File: src/rtl/nand_ecc_pkg.sv
package nand_ecc_pkg;
    localparam int BIT_W  = 3;                 // bit position within a byte
    localparam int LINE_W = 9;                 // byte index field of the code
    localparam int HALF_W = LINE_W + BIT_W;    // one parity half
    localparam int CODE_W = 2 * HALF_W;        // full packed code
    localparam int DATA_W = 1 << BIT_W;

    typedef enum logic [1:0] {
        ST_CLEAN = 2'd0,
        ST_FIXED = 2'd1,
        ST_CODE  = 2'd2,
        ST_FATAL = 2'd3
    } ecc_status_e;

    typedef enum logic [1:0] {
        S_IDLE = 2'd0,
        S_FILL = 2'd1,
        S_DONE = 2'd2
    } seq_state_e;
endpackage

File: src/rtl/ecc_parity_acc.sv
module ecc_parity_acc
    import nand_ecc_pkg::*;
#(
    parameter int LW = LINE_W,
    parameter int BW = BIT_W
) (
    input  logic                     clk,
    input  logic                     rst_n,
    input  logic                     clear,
    input  logic                     take,
    input  logic [LW-1:0]            line_idx,
    input  logic [(1<<BW)-1:0]       din,
    output logic [2*(LW+BW)-1:0]     par_now
);
    localparam int DW = 1 << BW;
    localparam int AW = LW + BW;

    function automatic logic [DW-1:0] lane_sel(input int k);
        logic [DW-1:0] m;
        for (int j = 0; j < DW; j++) begin
            m[j] = ((j >> k) & 1) == 1;
        end
        return m;
    endfunction

    logic [BW-1:0]   col_hi, col_lo;
    logic [LW-1:0]   row_hi, row_lo;
    logic            row_par;
    logic [2*AW-1:0] contrib, base, acc_q;

    assign row_par = ^din;

    generate
        for (genvar k = 0; k < BW; k++) begin : g_col
            assign col_hi[k] = ^(din &  lane_sel(k));
            assign col_lo[k] = ^(din & ~lane_sel(k));
        end
        for (genvar k = 0; k < LW; k++) begin : g_row
            assign row_hi[k] = row_par &  line_idx[k];
            assign row_lo[k] = row_par & ~line_idx[k];
        end
    endgenerate

    assign contrib = take  ? {row_hi, col_hi, row_lo, col_lo} : '0;
    assign base    = clear ? '0 : acc_q;
    assign par_now = base ^ contrib;

    always_ff @(posedge clk or negedge rst_n) begin
        if (!rst_n) acc_q <= '0;
        else        acc_q <= par_now;
    end
endmodule

File: src/rtl/ecc_syndrome_classify.sv
module ecc_syndrome_classify
    import nand_ecc_pkg::*;
#(
    parameter int SECTOR_BYTES = 512
) (
    input  logic [CODE_W-1:0] calc_code,
    input  logic [CODE_W-1:0] stored_code,
    output ecc_status_e       status,
    output logic [LINE_W-1:0] byte_idx,
    output logic [DATA_W-1:0] bit_mask
);
    logic [CODE_W-1:0] syn;
    logic [HALF_W-1:0] fold;
    logic [LINE_W-1:0] pos;
    logic [BIT_W-1:0]  bitsel;
    logic              single;

    always_comb begin
        syn      = calc_code ^ stored_code;
        fold     = syn[HALF_W-1:0] ^ syn[CODE_W-1:HALF_W];
        pos      = syn[CODE_W-1:HALF_W+BIT_W];
        bitsel   = syn[HALF_W+BIT_W-1:HALF_W];
        single   = (syn & (syn - 1'b1)) == '0;
        status   = ST_CLEAN;
        byte_idx = '0;
        bit_mask = '0;
        if (syn != '0) begin
            if (fold == '1) begin
                if (int'(pos) < SECTOR_BYTES) begin
                    status   = ST_FIXED;
                    byte_idx = pos;
                    bit_mask = DATA_W'(1) << bitsel;
                end else begin
                    status = ST_FATAL;
                end
            end else if (single) begin
                status = ST_CODE;
            end else begin
                status = ST_FATAL;
            end
        end
    end
endmodule

File: src/rtl/nand_hamm_ecc.sv
module nand_hamm_ecc
    import nand_ecc_pkg::*;
#(
    parameter int SECTOR_BYTES = 512
) (
    input  logic        clk,
    input  logic        rst_n,
    input  logic        sec_start,
    input  logic        byte_valid,
    input  logic [7:0]  byte_in,
    input  logic [23:0] stored_code,
    output logic [23:0] calc_code,
    output logic [1:0]  ecc_status,
    output logic [8:0]  err_byte,
    output logic [7:0]  err_mask,
    output logic        result_done
);
    localparam logic [LINE_W-1:0] LAST_IDX = LINE_W'(SECTOR_BYTES - 1);

    seq_state_e        state_q, state_d;
    logic [LINE_W-1:0] cnt_q, line_idx;
    logic              accept, last_take;
    logic [CODE_W-1:0] par_now, code_now;
    ecc_status_e       cls_status;
    logic [LINE_W-1:0] cls_byte;
    logic [DATA_W-1:0] cls_mask;

    assign accept    = byte_valid && (sec_start || state_q == S_FILL);
    assign line_idx  = sec_start ? '0 : cnt_q;
    assign last_take = accept && (line_idx == LAST_IDX);

    ecc_parity_acc #(.LW(LINE_W), .BW(BIT_W)) u_acc (
        .clk      (clk),
        .rst_n    (rst_n),
        .clear    (sec_start),
        .take     (accept),
        .line_idx (line_idx),
        .din      (byte_in),
        .par_now  (par_now)
    );

    assign code_now = ~par_now;

    ecc_syndrome_classify #(.SECTOR_BYTES(SECTOR_BYTES)) u_cls (
        .calc_code   (code_now),
        .stored_code (stored_code),
        .status      (cls_status),
        .byte_idx    (cls_byte),
        .bit_mask    (cls_mask)
    );

    // next-state decision
    always_comb begin
        state_d = state_q;
        unique case (state_q)
            S_IDLE: begin
                if (last_take)      state_d = S_DONE;
                else if (sec_start) state_d = S_FILL;
            end
            S_FILL: begin
                if (last_take)      state_d = S_DONE;
            end
            S_DONE: begin
                if (last_take)      state_d = S_DONE;
                else if (sec_start) state_d = S_FILL;
                else                state_d = S_IDLE;
            end
            default:                state_d = S_IDLE;
        endcase
    end

    // state register, byte counter and result registers
    always_ff @(posedge clk or negedge rst_n) begin
        if (!rst_n) begin
            state_q    <= S_IDLE;
            cnt_q      <= '0;
            calc_code  <= '0;
            ecc_status <= ST_CLEAN;
            err_byte   <= '0;
            err_mask   <= '0;
        end else begin
            state_q <= state_d;
            if (accept)         cnt_q <= line_idx + 1'b1;
            else if (sec_start) cnt_q <= '0;
            if (last_take) begin
                calc_code  <= code_now;
                ecc_status <= cls_status;
                err_byte   <= cls_byte;
                err_mask   <= cls_mask;
            end
        end
    end

    // outputs decoded from the state
    always_comb begin
        result_done = (state_q == S_DONE);
    end


    done_after_last_chk: assert property (@(posedge clk) disable iff (!rst_n)
        last_take |=> result_done);


    hold_between_chk: assert property (@(posedge clk) disable iff (!rst_n)
        !last_take |=> $stable(calc_code) && $stable(ecc_status) && $stable(err_mask));


    cnt_range_chk: assert property (@(posedge clk) disable iff (!rst_n)
        state_q == S_FILL |-> int'(cnt_q) < SECTOR_BYTES);


    clean_match_chk: assert property (@(posedge clk) disable iff (!rst_n)
        last_take |=> (ecc_status != ST_CLEAN) || (calc_code == $past(stored_code)));


    fix_mask_chk: assert property (@(posedge clk) disable iff (!rst_n)
        result_done && ecc_status == ST_FIXED |-> $countones(err_mask) == 1
                                               && int'(err_byte) < SECTOR_BYTES);


    code_err_chk: assert property (@(posedge clk) disable iff (!rst_n)
        result_done && ecc_status != ST_FIXED |-> err_mask == '0 && err_byte == '0);
endmodule

File: config.mk
export PLATFORM = sky130hd
export DESIGN_NAME = nand_hamm_ecc
export DESIGN_NICKNAME = d
export VERILOG_FILES = /design/src/rtl/nand_ecc_pkg.sv /design/src/rtl/ecc_parity_acc.sv /design/src/rtl/ecc_syndrome_classify.sv /design/src/rtl/nand_hamm_ecc.sv
export SDC_FILE = /design/constraint.sdc
export NUM_CORES = 1
export LEC_CHECK = 0
export ABC_AREA = 1
export BUFFER_PORTS_ARGS = -buffer_cell sky130_fd_sc_hd__buf_2
export CAP_MARGIN = 20
export CORE_MARGIN = 1.5
export CORE_UTILIZATION = 25
export CTS_CLUSTER_SIZE = 16
export DETAILED_ROUTE_END_ITERATION = 8
export GPL_ROUTABILITY_DRIVEN = 1
export PLACE_DENSITY = 0.41
export SLEW_MARGIN = 20
export SYNTH_ARGS = -nofsm -noshare
export SYNTH_HDL_FRONTEND = slang
export SYNTH_HIERARCHICAL = 1
export SYNTH_SLANG_ARGS = --single-unit
File: constraint.sdc
create_clock -name clk -period 3.7 [get_ports clk]
set_clock_uncertainty 0.2 [all_clocks]
set_input_delay 0.74 -clock clk [delete_from_list [all_inputs] [get_ports clk]]
set_output_delay 0.74 -clock clk [all_outputs]
set_load 0.02 [all_outputs]
==> run_results.csv, run 1 <==
group,metric,value,unit
yosys,synth-main-ff-cell,"dfrtp_1",
sta,final.setup.tns,0,ns
clock_tree,htree_levels,3,
placement,portBuffers,79,
worst_hold_path,hold_path_class,"reg -> reg",
sta,setup_violations,0,
final_layout,syn_to_final_growth,19.9,%
yosys,synth_nets,940,
routing,drt_iter0_drc,259,
yosys,synth_top_area_frac,0.350,
sta,max_freq,306,MHz
sta,slew_viol_final,0,
power_and_ir_drop,power.leakage,0.00407,µW
setup_path,critPathMaxFanout,18,
placement,dpl.cell_count,1264,
clock_tree,clk_pin_slew,0.06,ns
power_and_ir_drop,power_switching,764,µW
yosys,synth_edf_count,0,
clock_tree,insertion_delay,0.35,ns
yosys,syn-mean-instance-area,6.18,µm²
floorplanning,core,21800,µm²
clock_tree,cts_tree,"built",
floorplanning,initial_core_util,0.255,
routing,postRouteWirelength,17.2,mm
sta,period_needed,3.27,ns
final_layout,drive_gt1_frac,0.182,
floorplanning,rows,54,
floorplanning,pin_count,80,
yosys,synth_area_leaders,"dfrtp_1, nand2_1, inv_1",
routing,dr.pass1.iters,5,
routing,wl_per_cell,13.4,µm
sta,rsz0062_at_grt,"false",
power_and_ir_drop,vdd_ir_drop_max,175,µV
final_layout,fin_util,0.306,
yosys,yosysWarningCount,6,
power_and_ir_drop,p_comb_frac,0.217,
setup_path,required,3.78,ns
yosys,syn_inst,902,
run,drv_cap,0,
placement,dpl.hpwl,13.1,mm
sta,tightest_slew,0.787,ns
global_routing,grt_overflow,0,
yosys,synth.distinct_cells,30,
final_layout,final_cell_count_no_fill,1280,
clock_tree,cts_sinks,78,
setup_path,cp-end-kind,"flop",
routing,antenna_left,0,
floorplanning,die_w,152,µm
global_routing,grt_pass1_wl,28.0,mm
status,outcome,"complete, no violations",
global_routing,antenna_found_initial,1,
yosys,ys_async_sr_fraction,1.00,
routing,vias_per_cell,4.26,
power_and_ir_drop,swShare,0.317,
yosys,yosysSeqAreaShare,0.350,
placement,gp_congestion,0.841,
sta,slew_headroom,0.475,
power_and_ir_drop,p_int,1640,µW
clock_tree,cts_buffers,9,
setup_path,crit_path_start_kind,"input pin",
setup_path,critPathKind,"in -> reg",
routing,drc,0,
clock_tree,holdBufCountCts,0,
power_and_ir_drop,p_seq_frac,0.370,
power_and_ir_drop,power_frac_clock,0.413,
global_routing,track_usage,0.153,
yosys,syn-cell-area,5570,µm²
yosys,synth_top_cell_by_area,"dfrtp_1",
yosys,synth_seq_cells,78,
clock_tree,root_buffer,"clkbuf_16",
clock_tree,clockBufferDepth,2,
global_routing,grt_max_degree,70,
clock_tree,cts_setup_buffers,0,
routing,vias,5459,
floorplanning,dieArea,23200,µm²
sta,fin_crit_sh,0.884,
global_routing,grt_pass1_vias,5210,
setup_path,crit_arrival,3.35,ns
power_and_ir_drop,powerDensity,360,nW/µm²
clock_tree,cts_resized,0,
final_layout,num-nets-final,1033,
sta,hold_viol_final,0,
floorplanning,die_h,152,µm
-- worst max-delay path: stages --
cell	delay [ns]
buf_2	0.12
inv_1	0.08
nand2_1	0.07
nand2_2	0.09
nand2_1	0.07
nand2_2	0.10
nand2_2	0.07
nand2_4	0.23
nand3_2	0.09
nand2_1	0.16
inv_1	0.09
inv_1	0.08
nand2_1	0.05
nand2_1	0.23
nand2_1	0.10
nand2_1	0.06
nand2_1	0.04
nor2_1	0.12
nand3_1	0.22
inv_1	0.14
nand2_1	0.10
nor2_1	0.13
nand3_1	0.09
nand2_1	0.07
-- power groups by stage --
| stage | Sequential (µW) | Clock, µW | Combinational [µW] |
|---|---|---|---|
| final | 890 | 995 | 523 |
| after detailed placement | 905 | 0 | 528 |
| after floorplan | 904 | 0 | 362 |
| after global placement | 906 | 0 | 528 |
| after global routing | 892 | 1070 | 596 |
| after CTS | 889 | 1020 | 529 |
-- flip-flops by register name (all words and copies together), names as in the netlist --
name / flops
calc_code: 24
cnt_q: 9
ecc_status: 2
err_byte: 9
err_mask: 8
state_q: 2
u_acc/acc_q: 24
-- cell type report --
type	instances	area, µm²
Antenna cell	1	2.50
Clock buffer	10	239
Clock inverter	5	83.8
Fill cell	2466	15100
Inverter	136	514
Multi-Input combinational cell	668	2960
Sequential cell	78	1950
Tap cell	280	350
Timing Repair Buffer	102	583
-- kinds of logic (layout without fill, tap and decap cells) --
family | count (synthesis) | after routing | share of synthesized area
xor+xnor | 12 | 12 | 0.0189
fa+ha+maj | 2 | 2 | 0.00449
buf+inv | 156 | 253 | 0.119
flops | 78 | 78 | 0.350
compound gates | 36 | 36 | 0.0350
other cells | 0 | 1 | 0
simple gates | 618 | 618 | 0.472
-- synthesized netlist by cell type, types with 2 or more instances --
cell and n:
o21ai_1 7, nor2_2 7, nand3_2 10, xor2_1 8, buf_6 5, nand2_1 413, inv_1 128, buf_2 9
nor2_1 81, nand3_1 64, nand4_1 2, ha_1 2, o21ai_0 26, nand2_4 6, inv_2 7, dfrtp_1 78
clkbuf_1 2, xnor2_1 4, nor3_1 2, nand2_2 31
-- routing by layer --
layer / routed length (µm) / GRT usage
met2: 7390 / 0.234
met4: 211 / 0.0425
met5: 0 / 0
met1: 8800 / 0.218
met3: 746 / 0.0301
-- stage by stage --
stage / cell area [µm²] / worst slack (ns) / power, µW / hold slack [ns]
after floorplan: 5570 / 0.275 / 1270 / 0.223
after CTS: 6670 / 0.391 / 2440 / 0.249
after global routing: 6680 / 0.0130 / 2550 / 0.270
final: 6680 / 0.431 / 2410 / 0.250
after detailed placement: 6350 / 0.0281 / 1430 / 0.241
after global placement: 6350 / 0.0562 / 1430 / 0.238
-- cell usage in the layout (no fill, tap or decap), drive strengths merged, types with 4 or more instances in the layout --
| cell type | Yosys | routed |
|---|---|---|
| buf | 16 | 102 |
| clkbuf | 4 | 10 |
| dfrtp | 78 | 78 |
| inv | 135 | 135 |
| nand2 | 450 | 450 |
| nand3 | 74 | 74 |
| nor2 | 89 | 89 |
| o21ai | 33 | 33 |
| xnor2 | 4 | 4 |
| xor2 | 8 | 8 |
-- path summary, 6_finish.rpt --
check	startpoint	to	slack (ns)	depth (start not counted)
max	byte_in[3]	err_mask[6]$_DFFE_PN0P_	0.43	24
min	state_q[1]$_DFFE_PN0P_	state_q[1]$_DFFE_PN0P_	0.25	1
max reg2reg	state_q[1]$_DFFE_PN0P_	err_mask[6]$_DFFE_PN0P_	0.52	22
min reg2reg	state_q[1]$_DFFE_PN0P_	state_q[1]$_DFFE_PN0P_	0.25	1
max in group asynchronous	rst_n	err_mask[6]$_DFFE_PN0P_	2.34	2
min in group asynchronous	rst_n	calc_code[5]$_DFFE_PN0P_	0.27	1
No activity file was read; power rests on OpenSTA's default activity.
==> run 2, diff against run 1 <==
--- a/config.mk
+++ b/config.mk
@@ -6,14 +6,14 @@
 export NUM_CORES = 1
 export LEC_CHECK = 0
 export ABC_AREA = 1
-export BUFFER_PORTS_ARGS = -buffer_cell sky130_fd_sc_hd__buf_2
 export CAP_MARGIN = 20
 export CORE_MARGIN = 1.5
-export CORE_UTILIZATION = 25
+export CORE_UTILIZATION = 60
 export CTS_CLUSTER_SIZE = 16
 export DETAILED_ROUTE_END_ITERATION = 8
+export DONT_BUFFER_PORTS = 1
 export GPL_ROUTABILITY_DRIVEN = 1
-export PLACE_DENSITY = 0.41
+export PLACE_DENSITY = 0.76
 export SLEW_MARGIN = 20
 export SYNTH_ARGS = -nofsm -noshare
 export SYNTH_HDL_FRONTEND = slang
==> run 2 against run 1 <==
Against the previous run: worst hold slack got worse by 0.18 ns; non-clock buffer count shrank 94; routed wire length shrank 17%; clock power shrank 38%; maximum frequency is 1.7% lower; cell count fell by 21%; largest power group is now sequential cells; sequential share of layout area grew 4.2 points; worst setup slack worse by 0.058 ns; core utilization up 35 points; critical path depth unchanged; power decreased by 17%; via count decreased by 1.6%; critical path type is now reg -> reg.
==> run_results.csv, run 2 (synthesis gave the netlist of run 1 again) <==
group,metric,value,unit
sta,max_freq,301,MHz
final_layout,n_fill_cell,817,
final_layout,reg_top3,"calc_code: 24 flops, u_acc/acc_q: 24 flops",
floorplanning,die_w,99.4,µm
routing,dr.pass1.iters,6,
placement,gp_congestion,0.921,
routing,vias,5371,
global_routing,grt_pass1_vias,5030,
final_layout,fin_area,5850,µm²
routing,antenna_left,0,
routing,vias_per_cell,5.30,
power_and_ir_drop,power.leakage,0.00356,µW
sta,setup_violations,0,
final_layout,drive_gt1_frac,0.0993,
global_routing,track_usage,0.302,
placement,dpl.hpwl,11.2,mm
routing,wl_per_cell,14.0,µm
clock_tree,cts_tree,"built",
sta,period_needed,3.33,ns
global_routing,antenna_found_initial,0,
power_and_ir_drop,vdd_ir_drop_max,215,µV
final_layout,register_area,1950,µm²
floorplanning,initial_core_util,0.630,
floorplanning,rows,34,
setup_path,critPathKind,"reg -> reg",
setup_path,crit_arrival,3.38,ns
setup_path,cp-end-kind,"flop",
routing,drc,0,
floorplanning,dieArea,9870,µm²
sta,hold_viol_final,0,
run,drv_cap,0,
global_routing,grt_overflow,0,
placement,placed_area,5620,µm²
sta,tightest_slew,0.575,ns
setup_path,critPathMaxFanout,9,
routing,postRouteWirelength,14.2,mm
clock_tree,clockBufferDepth,2,
final_layout,multiInputGateArea,2960,µm²
final_layout,final_cell_mix,"nand2_1, inv_1, nor2_1",
clock_tree,htree_levels,3,
clock_tree,root_buffer,"clkbuf_8",
sta,rsz0062_at_grt,"false",
clock_tree,cts_setup_buffers,0,
sta,fin_crit_sh,0.899,
floorplanning,pin_count,80,
sta,holdWs,0.0724,ns
clock_tree,insertion_delay,0.36,ns
power_and_ir_drop,powerDensity,340,nW/µm²
floorplanning,die_h,99.4,µm
floorplanning,core,8850,µm²
placement,portBuffers,0,
routing,drt_iter0_drc,379,
clock_tree,cts_sinks,78,
global_routing,grt_max_degree,79,
final_layout,final_common_cell,"nand2_1",
status,outcome,"complete, no violations",
final_layout,num-nets-final,939,
sta,slew_viol_final,0,
sta,slew_headroom,0.615,
setup_path,crit_path_start_kind,"flop",
sta,final.setup.tns,0,ns
power_and_ir_drop,power.total,1990,µW
global_routing,grt_pass1_wl,23.6,mm
clock_tree,clk_pin_slew,0.09,ns
clock_tree,cts_buffers,9,
final_layout,diodes,0,
worst_hold_path,hold_path_class,"in -> async",
setup_path,required,3.75,ns
final_layout,syn_to_final_growth,4.96,%
## run 2: power breakdown
| group | switching (µW) | internal (µW) |
|---|---|---|
| Clock | 357 | 257 |
| Combinational | 350 | 133 |
| Sequential | 9.36 | 880 |
| Total | 717 | 1270 |
## run 2: final timing paths
path,startpoint,end,slack (ns),cells past startpoint
setup / recovery,state_q[1]$_DFFE_PN0P_,ecc_status[0]$_DFFE_PN0P_,0.37,24
hold / removal,rst_n,cnt_q[2]$_DFF_PN0_,0.07,1
setup reg to reg,state_q[1]$_DFFE_PN0P_,ecc_status[0]$_DFFE_PN0P_,0.37,24
hold reg to reg,state_q[1]$_DFFE_PN0P_,state_q[1]$_DFFE_PN0P_,0.27,1
max in group asynchronous,rst_n,calc_code[3]$_DFFE_PN0P_,2.94,1
min in group clk,state_q[1]$_DFFE_PN0P_,state_q[1]$_DFFE_PN0P_,0.27,1
## run 2: layer usage
metal | global-route usage | part of all wire | vias up
li1 | - | - | 2693
met3 | 0.0766 | 0.099 | 28
met2 | 0.487 | 0.44 | 202
met5 | 0 | 0 | -
met1 | 0.393 | 0.43 | 2448
met4 | 0.112 | 0.025 | 0
## run 2: metrics by stage
stage	cells	utilization	setup slack, ns
final	1014	0.661	0.373
after global routing	1014	0.661	0.0217
after CTS	1014	0.659	0.389
after detailed placement	997	0.635	0.147
after global placement	997	0.635	0.144
after floorplan	902	-	0.275
## run 2: worst max-delay path, stage by stage, from the launching register on
cell and delay (ns):
dfrtp_1 0.39, inv_1 0.07, nand2_1 0.10, a21boi_4 0.20, clkinvlp_4 0.22, nor2_1 0.23, nand3_1 0.11, nand2_1 0.15
inv_1 0.08, inv_1 0.08, nand2_1 0.06, nand2_1 0.14, nand2_1 0.12, nor2_1 0.16, nand2_1 0.09, nor2_1 0.22
nand2_1 0.08, nand2_1 0.07, nand2_1 0.05, inv_1 0.04, nand2_1 0.04, nor2_1 0.09, nand2_1 0.07, nand3_1 0.09
nand2_1 0.06
## run 2: layout make-up
cell class | count | share of cell area
multi-input combinational | 668 | 0.507
sequential | 78 | 0.334
inverter | 136 | 0.0879
tap | 108 | 0.0231
clock buffer | 9 | 0.0212
timing repair buffer | 8 | 0.0158
clock inverter | 7 | 0.0113
## run 2: timing repair
action                     CTS  global route
hold endpoints to repair    78             0
setup endpoints to repair    0             1
gates resized for setup      0             3
hold buffers                 1             0
==> run 3, diff against run 2 <==
--- a/config.mk
+++ b/config.mk
@@ -5,7 +5,7 @@
 export SDC_FILE = /design/constraint.sdc
 export NUM_CORES = 1
 export LEC_CHECK = 0
-export ABC_AREA = 1
+export ABC_AREA = 0
 export CAP_MARGIN = 20
 export CORE_MARGIN = 1.5
 export CORE_UTILIZATION = 60
==> run 3 against run 2 <==
Against the previous run: the run now ends with negative setup slack left; flip-flop and latch count did not move; sequential power grew 6.0%; die area is 15% lower; global-route usage shrank 5.3 points; critical endpoint unchanged; power increased by 34%; largest cell class unchanged; non-clock buffer count is 59 higher.
==> run_results.csv, run 3 <==
group,metric,value,unit
power_and_ir_drop,power.total,2660,µW
yosys,yosysSeqAreaShare,0.416,
power_and_ir_drop,powerDensity,474,nW/µm²
final_layout,final_cell_mix,"dfrtp_1, buf_4, xnor2_1",
floorplanning,core,7650,µm²
routing,vias,3182,
setup_path,path_cells,"xor2_4 > xor2_2 > buf_4 > xnor2_4 > buf_6 > nor3b_4 > xnor2_1 > inv_1 > xnor2_2 > nand4_1 > nor4_4 > nand4_1 > buf_4 > o22ai_2 > nand4_1 > mux2_4",
routing,drt_iter0_drc,178,
routing,dr.pass1.iters,4,
final_layout,register_area,1950,µm²
routing,antenna_left,0,
routing,drc,0,
sta,max_freq,265,MHz
yosys,syn-cell-area,4690,µm²
placement,gp_congestion,0.870,
floorplanning,die_w,91.4,µm
placement,dpl.cell_count,549,
run,drv_cap,0,
clock_tree,cts_buffers,9,
yosys,synth_area_leaders,"dfrtp_1, mux2_4, xnor2_1",
sta,setup_ws,-0.0671,ns
yosys,synth_top_area_frac,0.416,
sta,slew_headroom,0.517,
final_layout,final_common_cell,"dfrtp_1",
setup_path,crit_family,"XOR/XNOR gates",
global_routing,track_usage,0.249,
placement,portBuffers,0,
power_and_ir_drop,vdd_ir_drop_max,299,µV
sta,tightest_slew,0.722,ns
yosys,ys_top_cells_by_count,"dfrtp_1, xnor2_1, mux2_4",
global_routing,grt_overflow,0,
setup_path,r2r_end,"ecc_status[0]$_DFFE_PN0P_",
floorplanning,initial_core_util,0.613,
routing,vias_per_cell,5.49,
global_routing,grt_max_degree,79,
clock_tree,cts_sinks,78,
global_routing,antenna_found_initial,0,
setup_path,crit_arrival,3.82,ns
clock_tree,insertion_delay,0.36,ns
final_layout,diodes,0,
yosys,syn-mean-instance-area,11.5,µm²
setup_path,critPathMaxStageDelay,0.33,ns
routing,postRouteWirelength,10.4,mm
setup_path,path_buf_inv,4,
final_layout,final_cell_count_no_fill,580,
setup_path,required,3.75,ns
yosys,synth_top_cell_by_area,"dfrtp_1",
sta,final.setup.tns,-0.0877,ns
status,violations,"negative setup slack",
global_routing,grt_pass1_vias,3261,
clock_tree,clk_pin_slew,0.09,ns
yosys,syn_inst,407,
setup_path,rr_startpoint,"state_q[0]$_DFFE_PN0P_",
global_routing,grt_pass1_wl,16.1,mm
final_layout,n_fill_cell,512,
sta,rsz0062_at_grt,"true",
worst_hold_path,hold_path_class,"in -> async",
clock_tree,clockBufferDepth,2,
setup_path,r2r_slack,0.09,ns
setup_path,crit_path_start_kind,"input pin",
setup_path,critPathMaxFanout,7,
floorplanning,die_h,91.4,µm
floorplanning,dieArea,8350,µm²
final_layout,num-nets-final,511,
yosys,synth-main-ff-cell,"dfrtp_1",
sta,fin_crit_sh,1.02,
sta,slew_viol_final,0,
setup_path,cp-end-kind,"flop",
floorplanning,rows,32,
setup_path,critPathKind,"in -> reg",
status,outcome,"finished, violations left",
yosys,synth.distinct_cells,49,
setup_path,cp_slowest_cell,"nor4_4",
setup_path,path_common_cell,"nand4_1",
yosys,yosysWarningCount,6,
final_layout,drive_gt1_frac,0.347,
final_layout,reg_top3,"calc_code: 24 flops, u_acc/acc_q: 24 flops",
setup_path,rr_worst_depth,15,
final_layout,multiInputGateArea,2710,µm²
sta,hold_viol_final,0,
sta,setup_violations,2,
clock_tree,htree_levels,3,
routing,wl_per_cell,17.9,µm
placement,dpl.hpwl,7.17,mm
clock_tree,cts_tree,"built",
clock_tree,root_buffer,"clkbuf_8",
final_layout,syn_to_final_growth,19.8,%
yosys,synth_seq_cells,78,
yosys,synth_nets,445,
yosys,synth_edf_count,0,
floorplanning,pin_count,80,
yosys,synth.most_common_cell,"dfrtp_1",
yosys,ys_async_sr_fraction,1.00,
sta,period_needed,3.77,ns
power_and_ir_drop,power.leakage,0.00265,µW
-- run 3: kinds of logic after synthesis --
kind of cell,synth area share
xor gates and xnor gates,0.192
and+or+nand+nor,0.151
AOI/OAI and AO/OA,0.0510
buffers and inverters,0.0454
adders and majority gates,0.00534
muxes,0.139
DFF,0.416
-- run 3: area by class of cell --
cell class | instances | area share
well taps | 102 | 0.0227
clock inverters | 5 | 0.0105
clock buffers | 11 | 0.0252
repair buffers | 67 | 0.0945
flip-flops and latches | 78 | 0.348
inverters | 25 | 0.0167
multi-input cells | 292 | 0.483
-- run 3: worst reg2reg max path, stage by stage, from the launching register on --
cell	delay, ns
dfrtp_1	0.41
nor2b_4	0.15
o21ai_1	0.20
inv_2	0.12
buf_4	0.19
nor3b_4	0.16
xnor2_1	0.24
inv_1	0.12
xnor2_2	0.30
nand4_1	0.22
nor4_4	0.34
nand4_1	0.19
buf_4	0.20
o22ai_2	0.11
nand4_1	0.10
mux2_4	0.27
-- run 3: timing repair --
item,CTS,global route
setup buffers,1,12
setup endpoints to repair,11,19
cloned,0,1
hold endpoints to repair,78,0
pin swaps,0,17
gates resized for setup,3,20
hold buffers,1,0
-- run 3: power by group --
part,leakage (µW),switching (µW),internal [µW],total (µW)
Combinational,0.00150,528,534,1060
Clock,0.0000955,326,330,656
Sequential,0.00106,20.3,923,943
-- run 3: metal layers --
layer,part of all wire,up-vias,GRT usage
met4,0.031,0,0.113
met1,0.42,1558,0.319
met2,0.50,122,0.404
met3,0.055,24,0.0528
met5,0,-,0
li1,-,1478,-
-- run 3: worst max path at each step --
| stage | start | to | cells after the start |
|---|---|---|---|
| after floorplan | byte_in[5] | ecc_status[0]$_DFFE_PN0P_ | 15 |
| after global placement | byte_in[5] | ecc_status[0]$_DFFE_PN0P_ | 14 |
| after detailed placement | byte_in[5] | ecc_status[0]$_DFFE_PN0P_ | 13 |
| after CTS | byte_in[3] | ecc_status[0]$_DFFE_PN0P_ | 13 |
| after global routing | state_q[0]$_DFFE_PN0P_ | ecc_status[0]$_DFFE_PN0P_ | 14 |
| final | byte_in[0] | ecc_status[0]$_DFFE_PN0P_ | 16 |
-- run 3: through the flow --
step / setup slack [ns] / hold WS, ns / cell area [µm²] / utilization
4_1_cts: 0.0142 / 0.0727 / 5380 / 0.703
3_5_place_dp: -0.495 / 0.246 / 5120 / 0.669
6_report: -0.0671 / 0.0645 / 5620 / 0.734
5_1_grt: -0.185 / 0.0705 / 5620 / 0.734
2_1_floorplan: 0.00295 / 0.244 / 4710 / -
3_3_place_gp: -0.351 / 0.247 / 5120 / 0.669
